## src/rtl/bus_seq_pkg.sv

```systemverilog
package bus_seq_pkg;

  typedef enum logic [2:0] {
    KIND_FETCH = 3'd0,
    KIND_MRD   = 3'd1,
    KIND_MWR   = 3'd2,
    KIND_IORD  = 3'd3,
    KIND_IOWR  = 3'd4,
    KIND_INTL  = 3'd5
  } kind_e;

  typedef enum logic [2:0] {
    TS_IDLE = 3'd0,
    TS_T1   = 3'd1,
    TS_T2   = 3'd2,
    TS_TW   = 3'd3,
    TS_T3   = 3'd4
  } tstate_e;

  typedef struct packed {
    logic is_fetch;
    logic is_mem;
    logic is_io;
    logic is_rd;
    logic is_wr;
    logic is_intl;
  } cyc_attr_t;

  function automatic cyc_attr_t decode_kind(input logic [2:0] code);
    cyc_attr_t a;
    a = '0;
    case (code)
      KIND_FETCH: begin a.is_fetch = 1'b1; a.is_mem = 1'b1; a.is_rd = 1'b1; end
      KIND_MRD:   begin a.is_mem = 1'b1; a.is_rd = 1'b1; end
      KIND_MWR:   begin a.is_mem = 1'b1; a.is_wr = 1'b1; end
      KIND_IORD:  begin a.is_io = 1'b1; a.is_rd = 1'b1; end
      KIND_IOWR:  begin a.is_io = 1'b1; a.is_wr = 1'b1; end
      default:    a.is_intl = 1'b1;
    endcase
    return a;
  endfunction

endpackage

```

## src/rtl/bus_phase_gen.sv

```systemverilog
module bus_phase_gen (
  input  logic clk,
  input  logic rst_n,
  output logic ph,
  output logic sys_clk
);
  // ph = 0: first (high) half of a T-state, ph = 1: second (low) half
  always_ff @(posedge clk or negedge rst_n) begin
    if (!rst_n) ph <= 1'b0;
    else        ph <= ~ph;
  end

  assign sys_clk = rst_n & ~ph;
endmodule

```

## src/rtl/bus_tstate_fsm.sv

```systemverilog
module bus_tstate_fsm
  import bus_seq_pkg::*;
(
  input  logic    clk,
  input  logic    rst_n,
  input  logic    ph,
  input  logic    req_valid,
  input  logic    cur_intl,
  input  logic    wait_n,
  output tstate_e st,
  output logic    done,
  output logic    ready,
  output logic    accept,
  output logic    cap_rdata
);
  tstate_e st_nx;
  logic    go_q;   // wait_n sampled at the sys_clk falling edge of T2/TW

  assign done      = ph && ((st == TS_T3) || (st == TS_T1 && cur_intl));
  assign ready     = rst_n && ((st == TS_IDLE && ph) || done);
  assign accept    = ready && req_valid;
  assign cap_rdata = (st == TS_T3) && !ph;

  always_comb begin
    st_nx = st;
    if (ph) begin
      unique case (st)
        TS_IDLE: st_nx = accept ? TS_T1 : TS_IDLE;
        TS_T1:   st_nx = cur_intl ? (accept ? TS_T1 : TS_IDLE) : TS_T2;
        TS_T2,
        TS_TW:   st_nx = go_q ? TS_T3 : TS_TW;
        TS_T3:   st_nx = accept ? TS_T1 : TS_IDLE;
        default: st_nx = TS_IDLE;
      endcase
    end
  end

  always_ff @(posedge clk or negedge rst_n) begin
    if (!rst_n) begin
      st   <= TS_IDLE;
      go_q <= 1'b1;
    end else begin
      st <= st_nx;
      if (!ph && (st == TS_T2 || st == TS_TW)) go_q <= wait_n;
    end
  end
endmodule

```

## src/rtl/bus_strobe_dec.sv

```systemverilog
module bus_strobe_dec
  import bus_seq_pkg::*;
(
  input  tstate_e   st,
  input  logic      ph,
  input  cyc_attr_t attr,
  output logic      m1_n,
  output logic      mreq_n,
  output logic      iorq_n,
  output logic      rd_n,
  output logic      wr_n,
  output logic      data_oe
);
  logic bus_cyc, late, wr_win;

  assign bus_cyc = (st != TS_IDLE) && !attr.is_intl;
  assign late    = bus_cyc && !(st == TS_T1 && !ph);
  assign wr_win  = bus_cyc && attr.is_wr &&
                   ((st == TS_T2 && ph) || st == TS_TW || st == TS_T3);

  assign m1_n    = !(bus_cyc && attr.is_fetch);
  assign mreq_n  = !(late && attr.is_mem);
  assign iorq_n  = !(late && attr.is_io);
  assign rd_n    = !(late && attr.is_rd);
  assign wr_n    = !wr_win;
  assign data_oe = bus_cyc && attr.is_wr;
endmodule

```

## src/rtl/bus_cycle_seq.sv

```systemverilog
module bus_cycle_seq
  import bus_seq_pkg::*;
#(
  parameter int AW = 20,
  parameter int DW = 8
) (
  input  logic          clk_xtal,
  input  logic          rst_n,
  input  logic          req_valid,
  output logic          req_ready,
  input  logic [2:0]    req_kind,
  input  logic [AW-1:0] req_addr,
  input  logic [DW-1:0] req_wdata,
  output logic          rsp_valid,
  output logic [DW-1:0] rsp_rdata,
  output logic          sys_clk,
  output logic [AW-1:0] addr_o,
  output logic [DW-1:0] data_o,
  output logic          data_oe,
  input  logic [DW-1:0] data_i,
  output logic          m1_n,
  output logic          mreq_n,
  output logic          iorq_n,
  output logic          rd_n,
  output logic          wr_n,
  input  logic          wait_n
);
  logic          ph, done, accept, cap_rdata;
  tstate_e       st;
  cyc_attr_t     attr_q;
  logic [AW-1:0] addr_q;
  logic [DW-1:0] wdata_q, rdata_q;

  bus_phase_gen u_phase (
    .clk(clk_xtal), .rst_n(rst_n), .ph(ph), .sys_clk(sys_clk)
  );

  bus_tstate_fsm u_fsm (
    .clk(clk_xtal), .rst_n(rst_n), .ph(ph), .req_valid(req_valid),
    .cur_intl(attr_q.is_intl), .wait_n(wait_n), .st(st), .done(done),
    .ready(req_ready), .accept(accept), .cap_rdata(cap_rdata)
  );

  bus_strobe_dec u_dec (
    .st(st), .ph(ph), .attr(attr_q), .m1_n(m1_n), .mreq_n(mreq_n),
    .iorq_n(iorq_n), .rd_n(rd_n), .wr_n(wr_n), .data_oe(data_oe)
  );

  always_ff @(posedge clk_xtal or negedge rst_n) begin
    if (!rst_n) begin
      attr_q  <= '0;
      addr_q  <= '0;
      wdata_q <= '0;
      rdata_q <= '0;
    end else begin
      if (accept) begin
        attr_q  <= decode_kind(req_kind);
        addr_q  <= req_addr;
        wdata_q <= req_wdata;
      end
      if (cap_rdata) rdata_q <= data_i;
    end
  end

  assign rsp_valid = done;
  assign rsp_rdata = rdata_q;
  assign addr_o    = addr_q;
  assign data_o    = wdata_q;
endmodule

```

## config.mk

```make
export PLATFORM = sky130hd
export DESIGN_NAME = bus_cycle_seq
export DESIGN_NICKNAME = d
export VERILOG_FILES = /design/src/rtl/bus_seq_pkg.sv /design/src/rtl/bus_phase_gen.sv /design/src/rtl/bus_tstate_fsm.sv /design/src/rtl/bus_strobe_dec.sv /design/src/rtl/bus_cycle_seq.sv
export SDC_FILE = /design/constraint.sdc
export NUM_CORES = 1
export LEC_CHECK = 0
export BUFFER_PORTS_ARGS = -buffer_cell sky130_fd_sc_hd__buf_2
export CAP_MARGIN = 0
export CORE_ASPECT_RATIO = 1.4
export CORE_MARGIN = 2
export CORE_UTILIZATION = 35
export DETAILED_ROUTE_END_ITERATION = 10
export PLACE_DENSITY_LB_ADDON = 0.12
export SYNTH_ARGS = -nofsm -noshare
export SYNTH_HDL_FRONTEND = slang
export SYNTH_SLANG_ARGS = --single-unit
```

## constraint.sdc

```tcl
create_clock -name clk_xtal -period 1.5 [get_ports clk_xtal]
set_input_delay 0 -clock clk_xtal [delete_from_list [all_inputs] [get_ports clk_xtal]]
set_output_delay 0 -clock clk_xtal [all_outputs]
set_load 0.03 [all_outputs]
```

# --- Yosys cells after proc, flatten, opt, wreduce, memory -nomap -nowiden ---
# Cells that the tools add are included.
# W data, S select, Z words.
word_totals:
  register_bits: 47
  wordCells: 72
  out_inout_bits: 45
  input_bits: 43
op_classes:
  n_reduce_logical: 40
  bitwise_logic: 2
  eq_ne: 8
  mux: 10
op_table:
  columns: ["operator", "count"]
  rows:
  - ["$logic_and A1 B1 Y1", 17]
  - ["$eq A3 B2 Y1 const B", 4]
  - ["$pmux W3 S3", 1]
  - ["$logic_not A1 Y1", 8]
  - ["$reduce_or A2 Y1", 4]
  - ["$mux W1", 7]
  - ["$eq A3 B1 Y1 const B", 2]
  - ["$eq A3 B3 Y1 const B", 2]
  - ["$logic_not A3 Y1", 2]
  - ["$mux W3", 2]
  - ["$reduce_or A3 Y1", 2]
  - ["$logic_or A1 B1 Y1", 5]
  - ["$reduce_or A5 Y1", 1]
  - ["$reduce_bool A3 Y1", 1]
  - ["$and A1 B1 Y1", 1]
  - ["$not A1 Y1", 1]

# --- Longest topological paths before layout ---
# Gate-level depths: netlist of the first run.
logic_depth:
  ltp_word: 10
  ltp_mapped: 5
  mapped_depth_nobuf: 3

# --- Hierarchy ---
# From an unflattened synthesis of the first run, not the netlist that was laid out.
unflattened:
  cells_unflattened: 142
  area_unflattened_um2: 2033.2
modules_own_cells:
  columns: ["mod", "seq_area_each_um2", "area_per_inst_um2", "cells_each", "n_inst"]
  rows:
  - ["bus_cycle_seq", 1051.0, 1644.1, 100, 1]
  - ["bus_tstate_fsm", 101.3, 285.3, 27, 1]
  - ["bus_strobe_dec", 0.0, 68.8, 12, 1]
  - ["bus_phase_gen", 25.0, 35.0, 3, 1]

# --- Worst setup path after synthesis of the first run ---
# Ideal clock, no wire load.
synth_timing:
  path_kind: "register to register"
  start: "register u_fsm.st[1]"
  end: "register addr_q[0] (netlist: addr_o[0])"
  setup_ps: 125
  arrival_time_ps: 1567
  period_less_slack_ps: 1692
  setup_slack_ps: -192
  n_path_buf: 2
  stages_incl_launch_ff: 6
  path_cell_list: "dfrtp_1 -> buf_4 -> nand3b_4 -> a211oi_4 -> buf_6 -> mux2_2"
synth_between:
  elab_chain_cells: 7
synth_lines:
  columns: ["item", "line", "rtl"]
  rows:
  - ["from (decl)", "bus_tstate_fsm.sv:10", "output tstate_e st,"]
  - ["from (signal assigned)", "bus_tstate_fsm.sv:43", "st <= st_nx;"]
  - ["$eq A3 B1 Y1", "bus_tstate_fsm.sv:19", "assign done = ph && ((st == TS_T3) || (st == TS_T1 && cur_intl));"]
  - ["$logic_and A1 B1 Y1", "bus_tstate_fsm.sv:19", null]
  - ["$logic_or A1 B1 Y1", "bus_tstate_fsm.sv:19", null]
  - ["$logic_and A1 B1 Y1", "bus_tstate_fsm.sv:19", null]
  - ["$logic_or A1 B1 Y1 (*)", "bus_tstate_fsm.sv:20", "assign ready = rst_n && ((st == TS_IDLE && ph) || done);"]
  - ["$logic_and A1 B1 Y1 (*)", "bus_tstate_fsm.sv:20", null]
  - ["$logic_and A1 B1 Y1 (*)", "bus_tstate_fsm.sv:21", "assign accept = ready && req_valid;"]
  - ["to (signal assigned)", "bus_cycle_seq.sv:58", "addr_q <= req_addr;"]
  - ["to (decl)", "bus_cycle_seq.sv:31", "logic [AW-1:0] addr_q;"]
# Every way passes the cells marked *; elsewhere a longest branch is shown, timed or not.
# A chain may end at the register's enable or synchronous reset.

# --- Worst setup path after layout of the first run ---
layout_timing:
  start: "register u_fsm.st[2]"
  end: "register addr_q[16] (netlist: addr_o[16])"
# Same word-level chain as after synthesis.

==> qor.csv, run 1 <==
metric,value,unit
finalSetupViolations,8,
slowest_stage,dfrtp_1,
synth_fa_ha_area_share,0,%
cp.arrival,1700,ps
seq_area_frac_synth,58.7,%
ys_ff_latch,47,
synth_top_family_by_area,multiplexers,
synthTopCellsByArea,"dfrtp_1 57%, mux2_2 22%, buf_6 1.7%",
path_max_fanout,7,
maxCapViolCount,0,
num_rows,32,
synthSimpleGateAreaFrac,7.54,%
synthTopCellsByCount,"46 x dfrtp_1, 40 x mux2_2, 6 x inv_1, 5 x nand2_1, 5 x nor2_1",
fillers,422,
wl,4.93,mm
via_per_inst,4.63,
grt_max_degree,49,
cts_sinks,47,
skew,8.53,ps
area_delta_synth_final,69.6,%
initial_core_util,36.3,%
synth-main-ff-cell,dfrtp_1,
drt.antenna.violating_nets,0,
design.core.area,0.00553,mm^2
fin_tns_setup,-53.7,ps
synth_compound_area_share,4.86,%
io_pins,88,
synth-xor-area-share,0.436,%
layout-drive-gt1-share,60.8,%
syn_area,0.00201,mm^2
start_kind,flip-flop,
setup_ws,-12.4,ps
vias,1650,
overflow,0,
async_flop_share,100,%
crit_start,u_fsm.st[2]$_DFFE_PN0P_,
syn_inst,142,
min-delay-path-class,input pin to asynchronous set/reset pin,
place_congestion,0.745,
path_clk_slew,90,ps
max-slew-margin-rel,60.9,%
syn-num-nets,185,
die_w,68,um
grt_pass1_vias,1633,
drc,0,
pwr_density_cell,1990,mW/mm^2
ctsHoldBuffers,37,
status,finished with violations,
critPathKind,flip-flop to flip-flop,
drt_iter0_markers,70,
cp_num_buf_inv,2,
cts_buffer_depth,2,
r2r-start,u_fsm.st[2]$_DFFE_PN0P_,
cpLargestDelayFamily,flip-flops,
fmax,661,MHz
leakagePower,1.66,nW
endpoint_kind,flip-flop,
port_buffers,87,
reg2reg_depth,5,
tightest_slew,586,ps
synth.distinct_cells,31,
h-tree-depth,2,
cp.depth,5,
syn_avg_cell_area,14.1,um^2
rsz0062_at_grt,true,
synth_largest_area_cell,dfrtp_1,
whs,-136,ps
antenna_cells,0,
timing_hold_violations_final,46,
ys.warnings.count,0,
dieArea,0.00636,mm^2
drv_slew,0,
drtPass1Iterations,4,
synth.mux.area_fraction,24.6,%
max_stage_delay,380,ps
fin_crit,1510,ps
clockRootBuffer,clkbuf_8,
vdd_ir_drop_max,0.921,mV
final_nets,330,
clkLatencyLatePin,290,ps
finalCritPeriodShare,101,%
die_h,93.6,um
cts_made_buffers,5,
antenna_found_initial,0,
synth_edf_count,0,
grt_usage,15.6,%
synth_most_common_cell,dfrtp_1,
grt_pass1_wl,7.44,mm
hpwl,2.94,mm
cp_cell_sequence,nand2b_4 -> a211oi_4 -> buf_6 -> clkbuf_16 -> mux2_4,
synth_top_area_share,57.4,%
avgRoutedWirePerCell,13.8,um
cts_tree,yes,
worstPathRequired,1690,ps
violations,"hold timing, setup timing",
worst reg2reg max path, delay by kind of cell, from the launching register on:
| kind | cells | cell delay (ps) |
|---|---|---|
| DFF | 1 | 380 |
| and+or+nand+nor | 1 | 150 |
| muxes | 1 | 300 |
| buffers and inverters | 2 | 330 |
| AOI/OAI and AO/OA | 1 | 250 |
final cells by class:
cell class                 instances  area [um^2]  share of cell area (%)
clock buffer                       7         86.3                    2.54
clock inverter                     1         8.76                   0.257
inverter                           6         22.5                   0.662
multi-input combinational         82          930                    27.3
sequential                        47         1180                    34.7
tap                               68         85.1                    2.50
timing repair buffer             145         1090                    32.1
through the flow:
stage	std cells	cell area [um^2]	power (mW)	setup slack [ps]	util, %
final	356	3400	6.78	-12.4	61.6
after global routing	356	3400	7.15	-66.9	61.6
after CTS	355	3310	6.64	-53.5	59.9
after detailed placement	303	2630	5.35	-39.2	47.5
after global placement	303	2630	5.31	-5.46	47.5
after floorplan	142	2040	4.38	-141	-
cells in the final DEF (no fill, tap or decap), types with 3 or more instances in the layout:
master / count
mux2_4: 34
a21oi_1: 4
nor2_1: 4
clkbuf_8: 6
buf_4: 15
nand2_1: 5
dlygate4sd3_1: 37
o21ai_0: 3
mux2_2: 9
buf_6: 6
dfrtp_1: 44
inv_1: 6
buf_2: 81
registers in the layout, summed over array words and instances (netlist names):
register,count
attr_q,6
u_phase.ph,1
u_fsm.go_q,1
u_fsm.st,3
rsp_rdata,8
addr_o,20
data_o,8
what timing repair did:
item                                    4_1_cts  5_1_grt
hold endpoints to repair                     83       46
endpoints found under the setup margin       38       46
pin swaps                                     0        1
resized for setup                            36       18
cloned                                        2        1
setup buffers                                 5        0
report_power, final:
group | leakage (nW) | switching, mW | internal, mW
registers | 0.562 | 0.344 | 1.89
clock network | 0.0484 | 0.414 | 0.378
logic | 1.05 | 2.02 | 1.73
total | 1.66 | 2.78 | 3.99
path summary, 6_finish.rpt:
check / to / slack, ps
max in group asynchronous: u_fsm.st[0]$_DFFE_PN0P_ / 1210
max: addr_o[16]$_DFFE_PN0N_ / -10
min reg2reg: rsp_rdata[1]$_DFFE_PN0P_ / 500
max reg2reg: addr_o[16]$_DFFE_PN0N_ / -10
min: addr_o[7]$_DFFE_PN0N_ / -140
min in group clk_xtal: attr_q[0]$_DFFE_PN0N_ / 40
layer usage:
metal / global-route usage, % / wire, um
met1: 18.4 / 2050
met2: 27.1 / 2500
met3: 3.13 / 298
met4: 5.50 / 71
met5: 0 / 0
cell families after synthesis:
kind of cell    count (synthesis)
simple gates                   24
xor+xnor                        1
mux                            44
buf+inv                        13
flops                          47
compound gates                 13
Power figures use the tool's default switching activity.
==> inputs of run 2 (changes only) <==
CTS_BUF_LIST = sky130_fd_sc_hd__clkbuf_16   (was not set)
==> run 2 against run 1 <==
  * The flow still finishes with violations (hold timing, setup timing)
  * Power is 3.6% higher
  * Critical path depth stayed put
  * Count of clock-buffer cells in the layout is 2 lower
  * Via count is 0.85% lower
  * Highest routed layer unchanged
==> qor.csv, run 2 (same netlist as run 1, synthesis figures left out) <==
metric,value,unit
rsz0062_at_grt,true,
grt_usage,14.9,%
slowest_stage,dfrtp_1,
finalCritPeriodShare,103,%
critPathKind,flip-flop to flip-flop,
final_common_cell,buf_2,
pwr_density_cell,2040,mW/mm^2
clkLatencyLatePin,280,ps
drtPass1Iterations,3,
grt_pass1_vias,1560,
endpoint_kind,flip-flop,
ctsHoldBuffers,37,
clock_power_share,14.9,%
use_met3,3.49,%
h-tree-depth,2,
finalSetupViolations,27,
tightest_slew,579,ps
place_congestion,0.745,
io_pins,88,
vias,1636,
antenna_cells,0,
fin_area,0.00344,mm^2
cts_tree,yes,
start_kind,flip-flop,
maxCapViolCount,0,
drt_iter0_markers,57,
dpl.cell_count,303,
vdd_ir_drop_max,0.928,mV
fin_tns_setup,-517,ps
max_stage_delay,370,ps
layout-drive-gt1-share,59.6,%
fin_crit,1540,ps
p_sw,2.79,mW
min-delay-path-class,input pin to asynchronous set/reset pin,
fin_cells,355,
grt_max_degree,49,
avgRoutedWirePerCell,13.8,um
overflow,0,
largest_reg_flops,20,
area_delta_synth_final,71.5,%
design.core.area,0.00553,mm^2
whs,-112,ps
drt.antenna.violating_nets,0,
cp_cell_sequence,nand2b_4 -> a211oi_4 -> buf_6 -> clkbuf_16 -> mux2_4,
status,finished with violations,
antenna_found_initial,0,
path_clk_slew,60,ps
clockRootBuffer,clkbuf_16,
place_area,0.00263,mm^2
hpwl,2.94,mm
drc,0,
dieArea,0.00636,mm^2
via_per_inst,4.61,
p_int,4.23,mW
cp.arrival,1710,ps
comb_power_share,53.3,%
top_usage_layer,met2,
power_frac_seq,31.8,%
final_cell_mix,"81 x buf_2, 45 x dfrtp_1, 37 x dlygate4sd3_1",
leakagePower,1.68,nW
timing_hold_violations_final,46,
grt_pass1_wl,7.05,mm
initial_core_util,36.3,%
path_max_fanout,7,
max-slew-margin-rel,61.4,%
setup_ws,-43.9,ps
skew,4.50,ps
drv_slew,0,
violations,"hold timing, setup timing",
cts_made_buffers,5,
num_rows,32,
port_buffers,87,
fmax,648,MHz
final_nets,329,
cts_buffer_depth,2,
p_sw_share,39.8,%
die_h,93.6,um
cts_sinks,47,
worstPathRequired,1670,ps
grtUsageMet2,25.5,%
use_met1,17.6,%
die_w,68,um
wl,4.91,mm
==> run 2: cell types whose count changed in the layout (fill, tap and decap cells not counted) <==
cell       previous run  this run
buf_4                15        13
nand3_2               1         0
buf_12                2         3
nand3_1               0         1
inv_1                 6         7
buf_6                 6         7
buf_8                 1         0
clkbuf_1              1         0
clkinv_1              0         1
buf_16                2         1
clkbuf_16             1         7
clkbuf_8              6         0
dfrtp_1              44        45
dfrtp_2               2         1
==> run 2: power by group through the flow <==
stage / sequential (mW) / combinational, mW / clock (mW)
floorplan: 3.20 / 1.18 / 0
global placement: 2.21 / 3.10 / 0
detailed placement: 2.22 / 3.13 / 0
CTS: 2.20 / 3.34 / 1.10
global route: 2.32 / 3.97 / 1.14
finish: 2.23 / 3.74 / 1.05
==> run 2: critical path, delay by kind of cell (launching register included) <==
family | cells | cell delay, ps
compound gates | 1 | 270
buf+inv | 2 | 330
flops | 1 | 370
mux | 1 | 300
simple gates | 1 | 150
==> run 2: worst paths after layout <==
path,start,endpoint,slack (ps),cells after the start
worst min register to register,rsp_rdata[1]$_DFFE_PN0P_,rsp_rdata[1]$_DFFE_PN0P_,500,1
min in group clk_xtal,req_kind[2],attr_q[0]$_DFFE_PN0N_,70,3
worst min-delay path,rst_n,addr_o[6]$_DFFE_PN0N_,-110,2
worst max register to register,u_fsm.st[2]$_DFFE_PN0P_,addr_o[16]$_DFFE_PN0N_,-40,5
max in group asynchronous,rst_n,u_fsm.st[0]$_DFFE_PN0P_,1190,2
worst max-delay path,u_fsm.st[2]$_DFFE_PN0P_,addr_o[16]$_DFFE_PN0N_,-40,5
==> run 2: per-layer routing <==
layer  share of wire (%)  vias to the layer above
li1                    -                      786
met1                  41                      785
met2                  52                       59
met3                 6.0                        6
met4                 1.5                        0
met5                   0                        -
==> run 2: what timing repair did <==
item | CTS | global route
endpoints found under the setup margin | 38 | 47
hold endpoints to repair | 83 | 46
pin swaps | 1 | 1
gates resized for setup | 12 | 42
buffers inserted | 2 | 2
gates cloned | 1 | 2
==> run 2: cell type report <==
class	instances	area [um^2]
tap	68	85.1
timing repair buffer	144	1090
multi-input combinational	82	925
clock inverter	3	16.3
sequential	47	1180
inverter	6	22.5
clock buffer	5	125
fill	422	2080
==> run 2: metrics by stage <==
stage	power (mW)	util (%)	worst slack, ps
after floorplan	4.38	-	-141
after global placement	5.31	47.5	-5.46
after detailed placement	5.35	47.5	-39.2
after CTS	6.64	58.3	-38.9
after global routing	7.43	62.3	-90.4
final	7.02	62.3	-43.9
==> inputs of run 3 (changes only) <==
MAX_ROUTING_LAYER = met4   (was not set)
==> run 3 against run 2 <==
  * The run still ends with hold timing, setup timing left
  * Cell count did not move
  * Die area stayed put
  * Via count shrank 0.55%
  * Sequential cell count is the same
  * First-iteration DRC count increased by 26%
  * Sequential share of layout area did not move
  * Combinational power about the same
  * Setup slack about the same
  * Wire length is essentially flat
  * Maximum frequency about the same
  * Highest routed layer unchanged
==> qor.csv, run 3 (same netlist as run 1, synthesis figures left out) <==
metric,value,unit
status,finished with violations,
violations,"hold timing, setup timing",
grt_max_degree,49,
drv_slew,0,
cts_sinks,47,
max_stage_delay,370,ps
clockRootBuffer,clkbuf_16,
tightest_slew,579,ps
max-slew-margin-rel,61.4,%
largest_reg_flops,20,
drt.antenna.violating_nets,0,
design.core.area,0.00553,mm^2
timing_hold_violations_final,46,
h-tree-depth,2,
via_per_inst,4.58,
maxCapViolCount,0,
slowest_stage,dfrtp_1,
vias,1627,
grt_pass1_wl,7.04,mm
cts_tree,yes,
final_nets,329,
die_w,68,um
grt_usage,15.3,%
port_buffers,87,
place_area,0.00263,mm^2
wl,4.91,mm
num_rows,32,
finalSetupViolations,27,
drt_iter0_markers,72,
drtPass1Iterations,3,
initial_core_util,36.3,%
drc,0,
finish.utilization,62.3,%
ctsHoldBuffers,37,
hpwl,2.94,mm
endpoint_kind,flip-flop,
finalCritPeriodShare,103,%
cpLargestDelayFamily,flip-flops,
io_pins,88,
place_congestion,0.754,
pwr_density_cell,2040,mW/mm^2
fin_crit,1540,ps
overflow,0,
cts_buffer_depth,2,
final_cell_mix,"81 x buf_2, 45 x dfrtp_1, 37 x dlygate4sd3_1",
vdd_ir_drop_max,0.928,mV
grt_pass1_vias,1561,
die_h,93.6,um
area_delta_synth_final,71.5,%
antenna_found_initial,0,
setup_ws,-44.0,ps
fmax,648,MHz
layout-drive-gt1-share,59.6,%
cts_made_buffers,5,
start_kind,flip-flop,
worstPathRequired,1670,ps
critPathKind,flip-flop to flip-flop,
skew,4.50,ps
cp.arrival,1710,ps
avgRoutedWirePerCell,13.8,um
leakagePower,1.68,nW
cp_cell_sequence,nand2b_4 -> a211oi_4 -> buf_6 -> clkbuf_16 -> mux2_4,
clkLatencyLatePin,280,ps
path_max_fanout,7,
rsz0062_at_grt,true,
cp_num_buf_inv,2,
min-delay-path-class,input pin to asynchronous set/reset pin,
whs,-112,ps
fin_area,0.00344,mm^2
dp_slack,-39.2,ps
final_common_cell,buf_2,
dieArea,0.00636,mm^2
path_clk_slew,60,ps
antenna_cells,0,
[run 3: cell counts in the layout (fill, tap and decap cells not counted)]
No cell type changed its count.
[run 3: power by group]
group / internal, mW / switching (mW)
combinational: 1.73 / 2.01
sequential: 1.89 / 0.340
clock: 0.608 / 0.441
total: 4.23 / 2.79
[run 3: metrics by stage]
stage,TNS [ps],std cells,power (mW)
4_1_cts,-746,351,6.64
3_3_place_gp,-74.3,303,5.31
6_report,-524,355,7.02
2_1_floorplan,-4020,142,4.38
3_5_place_dp,-529,303,5.35
5_1_grt,-2080,355,7.43
[run 3: worst paths after layout]
path	startpoint	end	slack (ps)	cells after the start
setup / recovery	u_fsm.st[2]$_DFFE_PN0P_	addr_o[16]$_DFFE_PN0N_	-40	5
hold / removal	rst_n	addr_o[6]$_DFFE_PN0N_	-110	2
setup reg to reg	u_fsm.st[2]$_DFFE_PN0P_	addr_o[16]$_DFFE_PN0N_	-40	5
hold reg to reg	rsp_rdata[1]$_DFFE_PN0P_	rsp_rdata[1]$_DFFE_PN0P_	500	1
max in group asynchronous	rst_n	u_fsm.st[0]$_DFFE_PN0P_	1190	2
min in group clk_xtal	req_kind[2]	attr_q[0]$_DFFE_PN0N_	70	3
[run 3: final cells by class]
class / count / area, um^2
inverters: 6 / 22.5
repair buffers: 144 / 1090
fillers: 422 / 2080
well taps: 68 / 85.1
flip-flops and latches: 47 / 1180
clock buffers: 5 / 125
clock inverters: 3 / 16.3
multi-input cells: 82 / 925
[run 3: layer usage]
metal	vias up	GRT usage, %	share of wire [%]
li1	787	-	-
met1	775	17.6	41
met2	59	25.5	52
met3	6	3.37	6.0
met4	0	5.50	1.5
met5	-	-	0
[run 3: what timing repair did]
| action | 4_1_cts | 5_1_grt |
|---|---|---|
| gates cloned | 1 | 2 |
| setup buffers | 2 | 2 |
| resized for setup | 12 | 42 |
| pin swaps | 1 | 1 |
| hold endpoints to repair | 83 | 46 |
| endpoints found under the setup margin | 38 | 47 |
